==> src/rtl/rtc_guard_pkg.sv <==
package rtc_guard_pkg;

    localparam int OFF_TIME  = 8'h00;
    localparam int OFF_DATE  = 8'h04;
    localparam int OFF_STAT  = 8'h0C;
    localparam int OFF_PRESC = 8'h10;
    localparam int OFF_CTRL  = 8'h18;
    localparam int OFF_KEY   = 8'h24;

    localparam int ST_REQ  = 7;
    localparam int ST_ACT  = 6;
    localparam int ST_SYNC = 5;
    localparam int ST_INIT = 4;
    localparam int CTL_FMT = 6;
    localparam int YEAR_LO = 16;
    localparam int YEAR_HI = 23;

    typedef enum logic [1:0] {KEY_LOCKED, KEY_HALF, KEY_OPEN} key_state_t;
    typedef enum logic [1:0] {INI_IDLE, INI_WAIT_TICK, INI_ACTIVE} init_state_t;
    typedef enum logic [1:0] {SYN_VALID, SYN_HOLD, SYN_COUNT} sync_state_t;

endpackage

==> src/rtl/rtc_key_gate.sv <==
module rtc_key_gate
    import rtc_guard_pkg::*;
#(
    parameter int          KEY_W      = 8,
    parameter logic [7:0]  FIRST_KEY  = 8'hCA,
    parameter logic [7:0]  SECOND_KEY = 8'h53
) (
    input  logic             clk,
    input  logic             rst_n,
    input  logic             key_we,
    input  logic [KEY_W-1:0] key_val,
    output logic             unlocked
);

    key_state_t st_q, st_d;

    always_ff @(posedge clk) begin
        if (!rst_n) st_q <= KEY_LOCKED;
        else        st_q <= st_d;
    end

    always_comb begin
        st_d = st_q;
        unique case (st_q)
            KEY_LOCKED: if (key_we && key_val == KEY_W'(FIRST_KEY)) st_d = KEY_HALF;
            KEY_HALF: if (key_we) begin
                if (key_val == KEY_W'(SECOND_KEY))     st_d = KEY_OPEN;
                else if (key_val == KEY_W'(FIRST_KEY)) st_d = KEY_HALF;
                else                                   st_d = KEY_LOCKED;
            end
            KEY_OPEN: if (key_we) st_d = KEY_LOCKED;
            default:  st_d = KEY_LOCKED;
        endcase
    end

    always_comb unlocked = (st_q == KEY_OPEN);

    // opening is always preceded by the second key
    assert_open_after_second_R1: assert property (@(posedge clk) disable iff (!rst_n)
        $rose(unlocked) |-> $past(key_we && key_val == KEY_W'(SECOND_KEY)));

    // a byte that is neither key always leaves the guard closed
    assert_bad_key_locks_R2: assert property (@(posedge clk) disable iff (!rst_n)
        (key_we && key_val != KEY_W'(FIRST_KEY) && key_val != KEY_W'(SECOND_KEY)) |=> !unlocked);

endmodule

==> src/rtl/rtc_init_seq.sv <==
module rtc_init_seq
    import rtc_guard_pkg::*;
(
    input  logic clk,
    input  logic rst_n,
    input  logic req,
    input  logic tick,
    output logic active
);

    init_state_t st_q, st_d;

    always_ff @(posedge clk) begin
        if (!rst_n) st_q <= INI_IDLE;
        else        st_q <= st_d;
    end

    always_comb begin
        st_d = st_q;
        unique case (st_q)
            INI_IDLE:      if (req) st_d = INI_WAIT_TICK;
            INI_WAIT_TICK: begin
                if (!req)      st_d = INI_IDLE;
                else if (tick) st_d = INI_ACTIVE;
            end
            INI_ACTIVE:    if (!req) st_d = INI_IDLE;
            default:       st_d = INI_IDLE;
        endcase
    end

    always_comb active = (st_q == INI_ACTIVE);

    // the grant is only given on a tick
    assert_grant_on_tick_R5: assert property (@(posedge clk) disable iff (!rst_n)
        $rose(active) |-> $past(tick && req));

    // releasing the request ends init mode in one clock
    assert_release_drops_R5: assert property (@(posedge clk) disable iff (!rst_n)
        (active && !req) |=> !active);

endmodule

==> src/rtl/rtc_sync_track.sv <==
module rtc_sync_track
    import rtc_guard_pkg::*;
#(
    parameter int SYNC_TICKS = 2
) (
    input  logic clk,
    input  logic rst_n,
    input  logic hold,
    input  logic clear,
    input  logic tick,
    output logic synced
);

    localparam int CNT_W = $clog2(SYNC_TICKS + 1);

    sync_state_t       st_q, st_d;
    logic [CNT_W-1:0]  cnt_q, cnt_d;

    always_ff @(posedge clk) begin
        if (!rst_n) begin
            st_q  <= SYN_COUNT;
            cnt_q <= '0;
        end else begin
            st_q  <= st_d;
            cnt_q <= cnt_d;
        end
    end

    always_comb begin
        st_d  = st_q;
        cnt_d = cnt_q;
        unique case (st_q)
            SYN_VALID: begin
                if (hold)       st_d = SYN_HOLD;
                else if (clear) begin st_d = SYN_COUNT; cnt_d = '0; end
            end
            SYN_HOLD: begin
                if (!hold) begin st_d = SYN_COUNT; cnt_d = '0; end
            end
            SYN_COUNT: begin
                if (hold)       st_d = SYN_HOLD;
                else if (clear) cnt_d = '0;
                else if (tick) begin
                    if (cnt_q == CNT_W'(SYNC_TICKS - 1)) st_d = SYN_VALID;
                    else                                 cnt_d = cnt_q + CNT_W'(1);
                end
            end
            default: st_d = SYN_COUNT;
        endcase
    end

    always_comb synced = (st_q == SYN_VALID);

    // never synchronised while the calendar is held in init mode
    assert_low_in_init_R7: assert property (@(posedge clk) disable iff (!rst_n)
        hold |=> !synced);

    // the flag only rises on a tick
    assert_rise_on_tick_R7: assert property (@(posedge clk) disable iff (!rst_n)
        $rose(synced) |-> $past(tick));

endmodule

==> src/rtl/rtc_regguard.sv <==
module rtc_regguard
    import rtc_guard_pkg::*;
#(
    parameter int          ADDR_W      = 8,
    parameter int          DATA_W      = 32,
    parameter int          KEY_W       = 8,
    parameter logic [7:0]  FIRST_KEY   = 8'hCA,
    parameter logic [7:0]  SECOND_KEY  = 8'h53,
    parameter int          SYNC_TICKS  = 2,
    parameter logic [31:0] PRESC_RESET = 32'h007F_00FF
) (
    input  logic              clk,
    input  logic              rst_n,
    input  logic [ADDR_W-1:0] bus_addr,
    input  logic [DATA_W-1:0] bus_wdata,
    input  logic              bus_we,
    input  logic              rtc_tick,
    output logic [DATA_W-1:0] bus_rdata
);

    localparam logic [DATA_W-1:0] TIME_MASK  = DATA_W'(32'h003F_7F7F);
    localparam logic [DATA_W-1:0] DATE_MASK  = DATA_W'(32'h00FF_FF3F);
    localparam logic [DATA_W-1:0] PRESC_MASK = DATA_W'(32'h007F_7FFF);

    logic              unlocked, init_active, synced;
    logic              hit_time, hit_date, hit_stat, hit_presc, hit_ctrl, hit_key;
    logic              cal_load, sync_clear;
    logic [DATA_W-1:0] time_q, date_q, presc_q;
    logic              fmt_q, req_q, inits_q;

    always_comb begin
        hit_time  = bus_we && bus_addr == ADDR_W'(OFF_TIME);
        hit_date  = bus_we && bus_addr == ADDR_W'(OFF_DATE);
        hit_stat  = bus_we && bus_addr == ADDR_W'(OFF_STAT);
        hit_presc = bus_we && bus_addr == ADDR_W'(OFF_PRESC);
        hit_ctrl  = bus_we && bus_addr == ADDR_W'(OFF_CTRL);
        hit_key   = bus_we && bus_addr == ADDR_W'(OFF_KEY);
        cal_load   = unlocked && init_active;
        sync_clear = hit_stat && !bus_wdata[ST_SYNC];
    end

    rtc_key_gate #(
        .KEY_W      (KEY_W),
        .FIRST_KEY  (FIRST_KEY),
        .SECOND_KEY (SECOND_KEY)
    ) u_key (
        .clk      (clk),
        .rst_n    (rst_n),
        .key_we   (hit_key),
        .key_val  (bus_wdata[KEY_W-1:0]),
        .unlocked (unlocked)
    );

    rtc_init_seq u_init (
        .clk    (clk),
        .rst_n  (rst_n),
        .req    (req_q),
        .tick   (rtc_tick),
        .active (init_active)
    );

    rtc_sync_track #(.SYNC_TICKS(SYNC_TICKS)) u_sync (
        .clk    (clk),
        .rst_n  (rst_n),
        .hold   (init_active),
        .clear  (sync_clear),
        .tick   (rtc_tick),
        .synced (synced)
    );

    always_ff @(posedge clk) begin
        if (!rst_n) begin
            time_q  <= '0;
            date_q  <= '0;
            presc_q <= DATA_W'(PRESC_RESET);
            fmt_q   <= 1'b0;
            req_q   <= 1'b0;
            inits_q <= 1'b0;
        end else begin
            if (hit_time && cal_load)  time_q  <= bus_wdata & TIME_MASK;
            if (hit_date && cal_load)  date_q  <= bus_wdata & DATE_MASK;
            if (hit_presc && cal_load) presc_q <= bus_wdata & PRESC_MASK;
            if (hit_ctrl && unlocked)  fmt_q   <= bus_wdata[CTL_FMT];
            if (hit_stat && unlocked)  req_q   <= bus_wdata[ST_REQ];
            if (hit_date && cal_load && bus_wdata[YEAR_HI:YEAR_LO] != '0) inits_q <= 1'b1;
        end
    end

    always_comb begin
        bus_rdata = '0;
        unique case (bus_addr)
            ADDR_W'(OFF_TIME):  bus_rdata = time_q;
            ADDR_W'(OFF_DATE):  bus_rdata = date_q;
            ADDR_W'(OFF_PRESC): bus_rdata = presc_q;
            ADDR_W'(OFF_CTRL):  bus_rdata[CTL_FMT] = fmt_q;
            ADDR_W'(OFF_STAT): begin
                bus_rdata[ST_REQ]  = req_q;
                bus_rdata[ST_ACT]  = init_active;
                bus_rdata[ST_SYNC] = synced;
                bus_rdata[ST_INIT] = inits_q;
            end
            default: bus_rdata = '0;
        endcase
    end

    // calendar values hold still outside an open init window
    assert_time_frozen_R6: assert property (@(posedge clk) disable iff (!rst_n)
        !(unlocked && init_active) |=> $stable(time_q) && $stable(date_q) && $stable(presc_q));

    // the hour format holds still while locked
    assert_fmt_frozen_R3: assert property (@(posedge clk) disable iff (!rst_n)
        !unlocked |=> $stable(fmt_q));

    // the initialised flag is sticky
    assert_inits_sticky_R8: assert property (@(posedge clk) disable iff (!rst_n)
        inits_q |=> inits_q);

endmodule

==> config.mk <==
export PLATFORM = sky130hd
export DESIGN_NAME = rtc_regguard
export DESIGN_NICKNAME = d
export VERILOG_FILES = /design/src/rtl/rtc_guard_pkg.sv /design/src/rtl/rtc_key_gate.sv /design/src/rtl/rtc_init_seq.sv /design/src/rtl/rtc_sync_track.sv /design/src/rtl/rtc_regguard.sv
export SDC_FILE = /design/constraint.sdc
export NUM_CORES = 1
export LEC_CHECK = 0
export BUFFER_PORTS_ARGS = -buffer_cell sky130_fd_sc_hd__buf_2
export CAP_MARGIN = 40
export CORE_MARGIN = 4
export CORE_UTILIZATION = 50
export CTS_CLUSTER_SIZE = 8
export DETAILED_ROUTE_END_ITERATION = 8
export PLACE_DENSITY_LB_ADDON = 0.12
export SLEW_MARGIN = 25
export SYNTH_ARGS = -nofsm -noshare
export SYNTH_HDL_FRONTEND = slang
export SYNTH_SLANG_ARGS = --single-unit
==> constraint.sdc <==
create_clock -name clk -period 2.3 [get_ports clk]
set_input_delay 0.46 -clock clk [delete_from_list [all_inputs] [get_ports clk]]
set_output_delay 0.46 -clock clk [all_outputs]
set_load 0.01 [all_outputs]
==> qor.csv <==
stage;metric;value;unit
outcome;outcome;complete, no violations;
synth;Post-Synth Adder-Cell Area;0.3743;%
sta;skew final;6.013;ps
place;post-DP HPWL;5409;µm
sta;final setup fails;0;
sta;fin crit period;2192;ps
critical_path;reg2reg start;u_init.st_q[0];
hold_path;Worst Hold End;date_q[15];
detailed_routing;routed vias;3035;
detailed_routing;Pre-Repair DR Iteration Count;4;
synth;post-synthesis sequential area ratio;44.91;%
critical_path;Worst setup EP type;output pin;
floorplan;Core Box Area;6422;µm²
power_and_ir_drop;P_leak;1.689;nW
power_and_ir_drop;Net Sw Frac;23.74;%
power_and_ir_drop;total power;2.325;mW
final_layout;Finished Cell Area;3859;µm²
final_layout;share of cells above drive strength 1;20.63;%
clock_network;TritonCTS Buffers;9;
global_routing;global-route wire length before repair;13340;µm
sta;Achievable Freq;456.2;MHz
synth;average instance area after synthesis;8.037;µm²
synth;Post-Synth XOR/XNOR Area;0;%
clock_network;worst skew pair latency;350;ps
critical_path;CP Data Arrival Time;1730;ps
sta;Final Cycle Share;95.30;%
power_and_ir_drop;clock network fraction of total power;37.0;%
floorplan;Die Area;8059;µm²
floorplan;std cell rows;29;
power_and_ir_drop;Psw;0.5521;mW
global_routing;total gr overflow;0;
clock_network;clock transition at the registers of the reported paths;70;ps
critical_path;CP Max Fanout;10;
global_routing;gr usage total;20.21;%
global_routing;vias in the first global route;2792;
final_layout;most frequent cells in the layout;nand2_1 (93), dfxtp_1 (75), nand3_1 (68);
detailed_routing;Antenna Nets Post-Route;0;
synth;async set-or-reset flop fraction in the synthesized netlist;0;%
critical_path;worst reg-to-reg setup slack;740;ps
power_and_ir_drop;Max IR drop VDD;0.3569;mV
sta;Sum Neg Setup Slack;0;ps
clock_network;clock tree buffer depth;2;
final_layout;leading cell type in the layout, fill and taps excluded;nand2_1;
floorplan;Die X;89.77;µm
synth;number of synthesized register bits;75;
power_and_ir_drop;Gate power share;6.7;%
final_layout;diode count;0;
critical_path;Worst EP required;1840;ps
sta;final hold vios;0;
clock_network;H-tree Lvls;3;
hold_path;Hold Path Class;in2reg;
synth;complex-gate fraction of the synthesized area;15.79;%
power_and_ir_drop;Sequential Power Share;56.3;%
power_and_ir_drop;P per Cell Area;602.5;nW/µm²
floorplan;io pins;76;
critical_path;CP startpoint kind;primary input;
critical_path;worst flop-to-flop path endpoint;presc_q[13];
detailed_routing;Via density;5.498;
synth;largest family of logic cells by synthesized area;simple AND/OR/NAND/NOR gates;
place;placed instance area;3682;µm²
power_and_ir_drop;internal power;1.773;mW
synth;Yosys Warn Count;0;
synth;Post-synth EDFFs;0;
sta;count of final max-slew check failures;0;
final_layout;Area growth syn-to-layout;15.42;%
detailed_routing;initial DRC count;207;
clock_network;CTS tree;yes;
critical_path;CP Class;in2out;
synth;simple-gate area share of the yosys netlist;30.76;%
place;RePlAce Congestion;0.8981;
detailed_routing;routed wire length;8093;µm
global_routing;initial antenna violation count;0;
place;port buffer count;59;
clock_network;clock sinks;75;
critical_path;Worst Reg-to-Reg Cells;5;
global_routing;largest net degree at the start of global routing;99;
floorplan;Starting Density;52.06;%
synth;Cells after Synth;416;
detailed_routing;drt drc;0;
synth;Yosys cell types;46;
floorplan;Die Y;89.77;µm
job;Max-cap violations;0;
hold_path;beginning of the worst hold path;bus_wdata[15];
hold_path;hold depth;3;
detailed_routing;routed len/inst;14.66;µm
clock_network;clock root cell;clkbuf_8;
synth;mux contribution to synthesized area;0.2994;%
synth;ys flop type;dfxtp_1;
sta;unrepaired setup endpoints after global routing;no;
synth;post-synthesis cell area;3343;µm²
final_layout;nets@finish;516;
==> worst max path at each step <==
stage / cells past startpoint / slack, ps / end / from
finish: 8 / 110 / bus_rdata[2] / bus_addr[6]
global route: 8 / 6 / bus_rdata[2] / bus_addr[6]
CTS: 7 / 20 / bus_rdata[2] / bus_addr[5]
detailed placement: 7 / 20 / bus_rdata[2] / bus_addr[5]
global placement: 7 / 30 / bus_rdata[2] / bus_addr[5]
floorplan: 7 / 320 / bus_rdata[10] / bus_addr[3]
==> layout make-up <==
class / count / area [µm²]
clock buffer: 12 / 145.1
clock inverter: 3 / 15.01
fill: 600 / 2564
inverter: 2 / 7.507
multi-input combinational: 304 / 1610
sequential: 75 / 1501
tap: 77 / 96.34
timing repair buffer: 79 / 483.0
==> metrics by stage <==
stage	util, %	setup slack (ps)	instances	hold slack [ps]
after floorplan	-	319.1	423	414.6
after global placement	57.33	25.98	535	423.1
after detailed placement	57.33	22.31	535	435.7
after CTS	59.83	17.92	550	334.1
after global routing	60.08	5.777	552	335.5
final	60.08	108.0	552	347.4
==> routing by layer <==
metal	up-vias	global-route usage [%]	routed length, µm
li1	1566	-	-
met1	1373	26.32	3726
met2	84	31.70	3717
met3	12	6.344	525
met4	0	7.152	124
met5	-	0	0
==> what timing repair did <==
item / in CTS / in global routing
gates resized for setup: 0 / 1
hold buffers: 0 / 0
endpoints found under the setup margin: 0 / 20
setup buffers: 0 / 2
==> synthesized netlist by cell type (all sizes together), types with 2 or more instances <==
master / count / share of area (%)
a22oi: 21 / 4.7
nor2: 6 / 0.67
nor3b: 4 / 0.90
inv: 2 / 0.22
o21ai: 52 / 7.8
buf: 29 / 6.1
and2: 3 / 0.56
a21oi: 4 / 0.60
clkbuf: 13 / 1.5
nor4: 5 / 1.6
a31oi: 3 / 0.56
nor3: 2 / 0.30
a22o: 2 / 0.52
nand4: 7 / 1.5
nor4bb: 3 / 0.90
nor4b: 2 / 1.2
nand3: 68 / 10
and3: 4 / 0.75
o22ai: 2 / 0.37
nand2: 93 / 10
dfxtp: 75 / 45
==> flip-flops by register name, indices dropped and copies added, names as in the netlist <==
name	cells
u_sync.st_q	2
u_sync.cnt_q	2
u_init.st_q	2
date_q	22
u_key.st_q	2
fmt_q	1
inits_q	1
time_q	20
req_q	1
presc_q	22
==> logic make-up (layout without fill, tap and decap cells) <==
logic type	count (synthesis)	after routing
mux	1	1
compound gates	89	89
buf+inv	44	96
fa+ha+maj	1	1
flops	75	75
simple gates	205	205
other cells	1	8
==> power by group through the flow <==
stage / logic [mW] / registers, mW / clock network [mW]
after floorplan: 0.0931 / 1.34 / 0
after global placement: 0.150 / 1.34 / 0
after detailed placement: 0.153 / 1.34 / 0
after CTS: 0.153 / 1.31 / 0.879
after global routing: 0.173 / 1.31 / 0.942
final: 0.156 / 1.31 / 0.860
==> critical path: stages <==
cell and delay (ps):
buf_2 140, nor4_4 260, buf_4 180, and2_1 200, buf_4 220, nand2_1 70
nand2_1 70, buf_2 130
(Power assumes the default switching activity.)
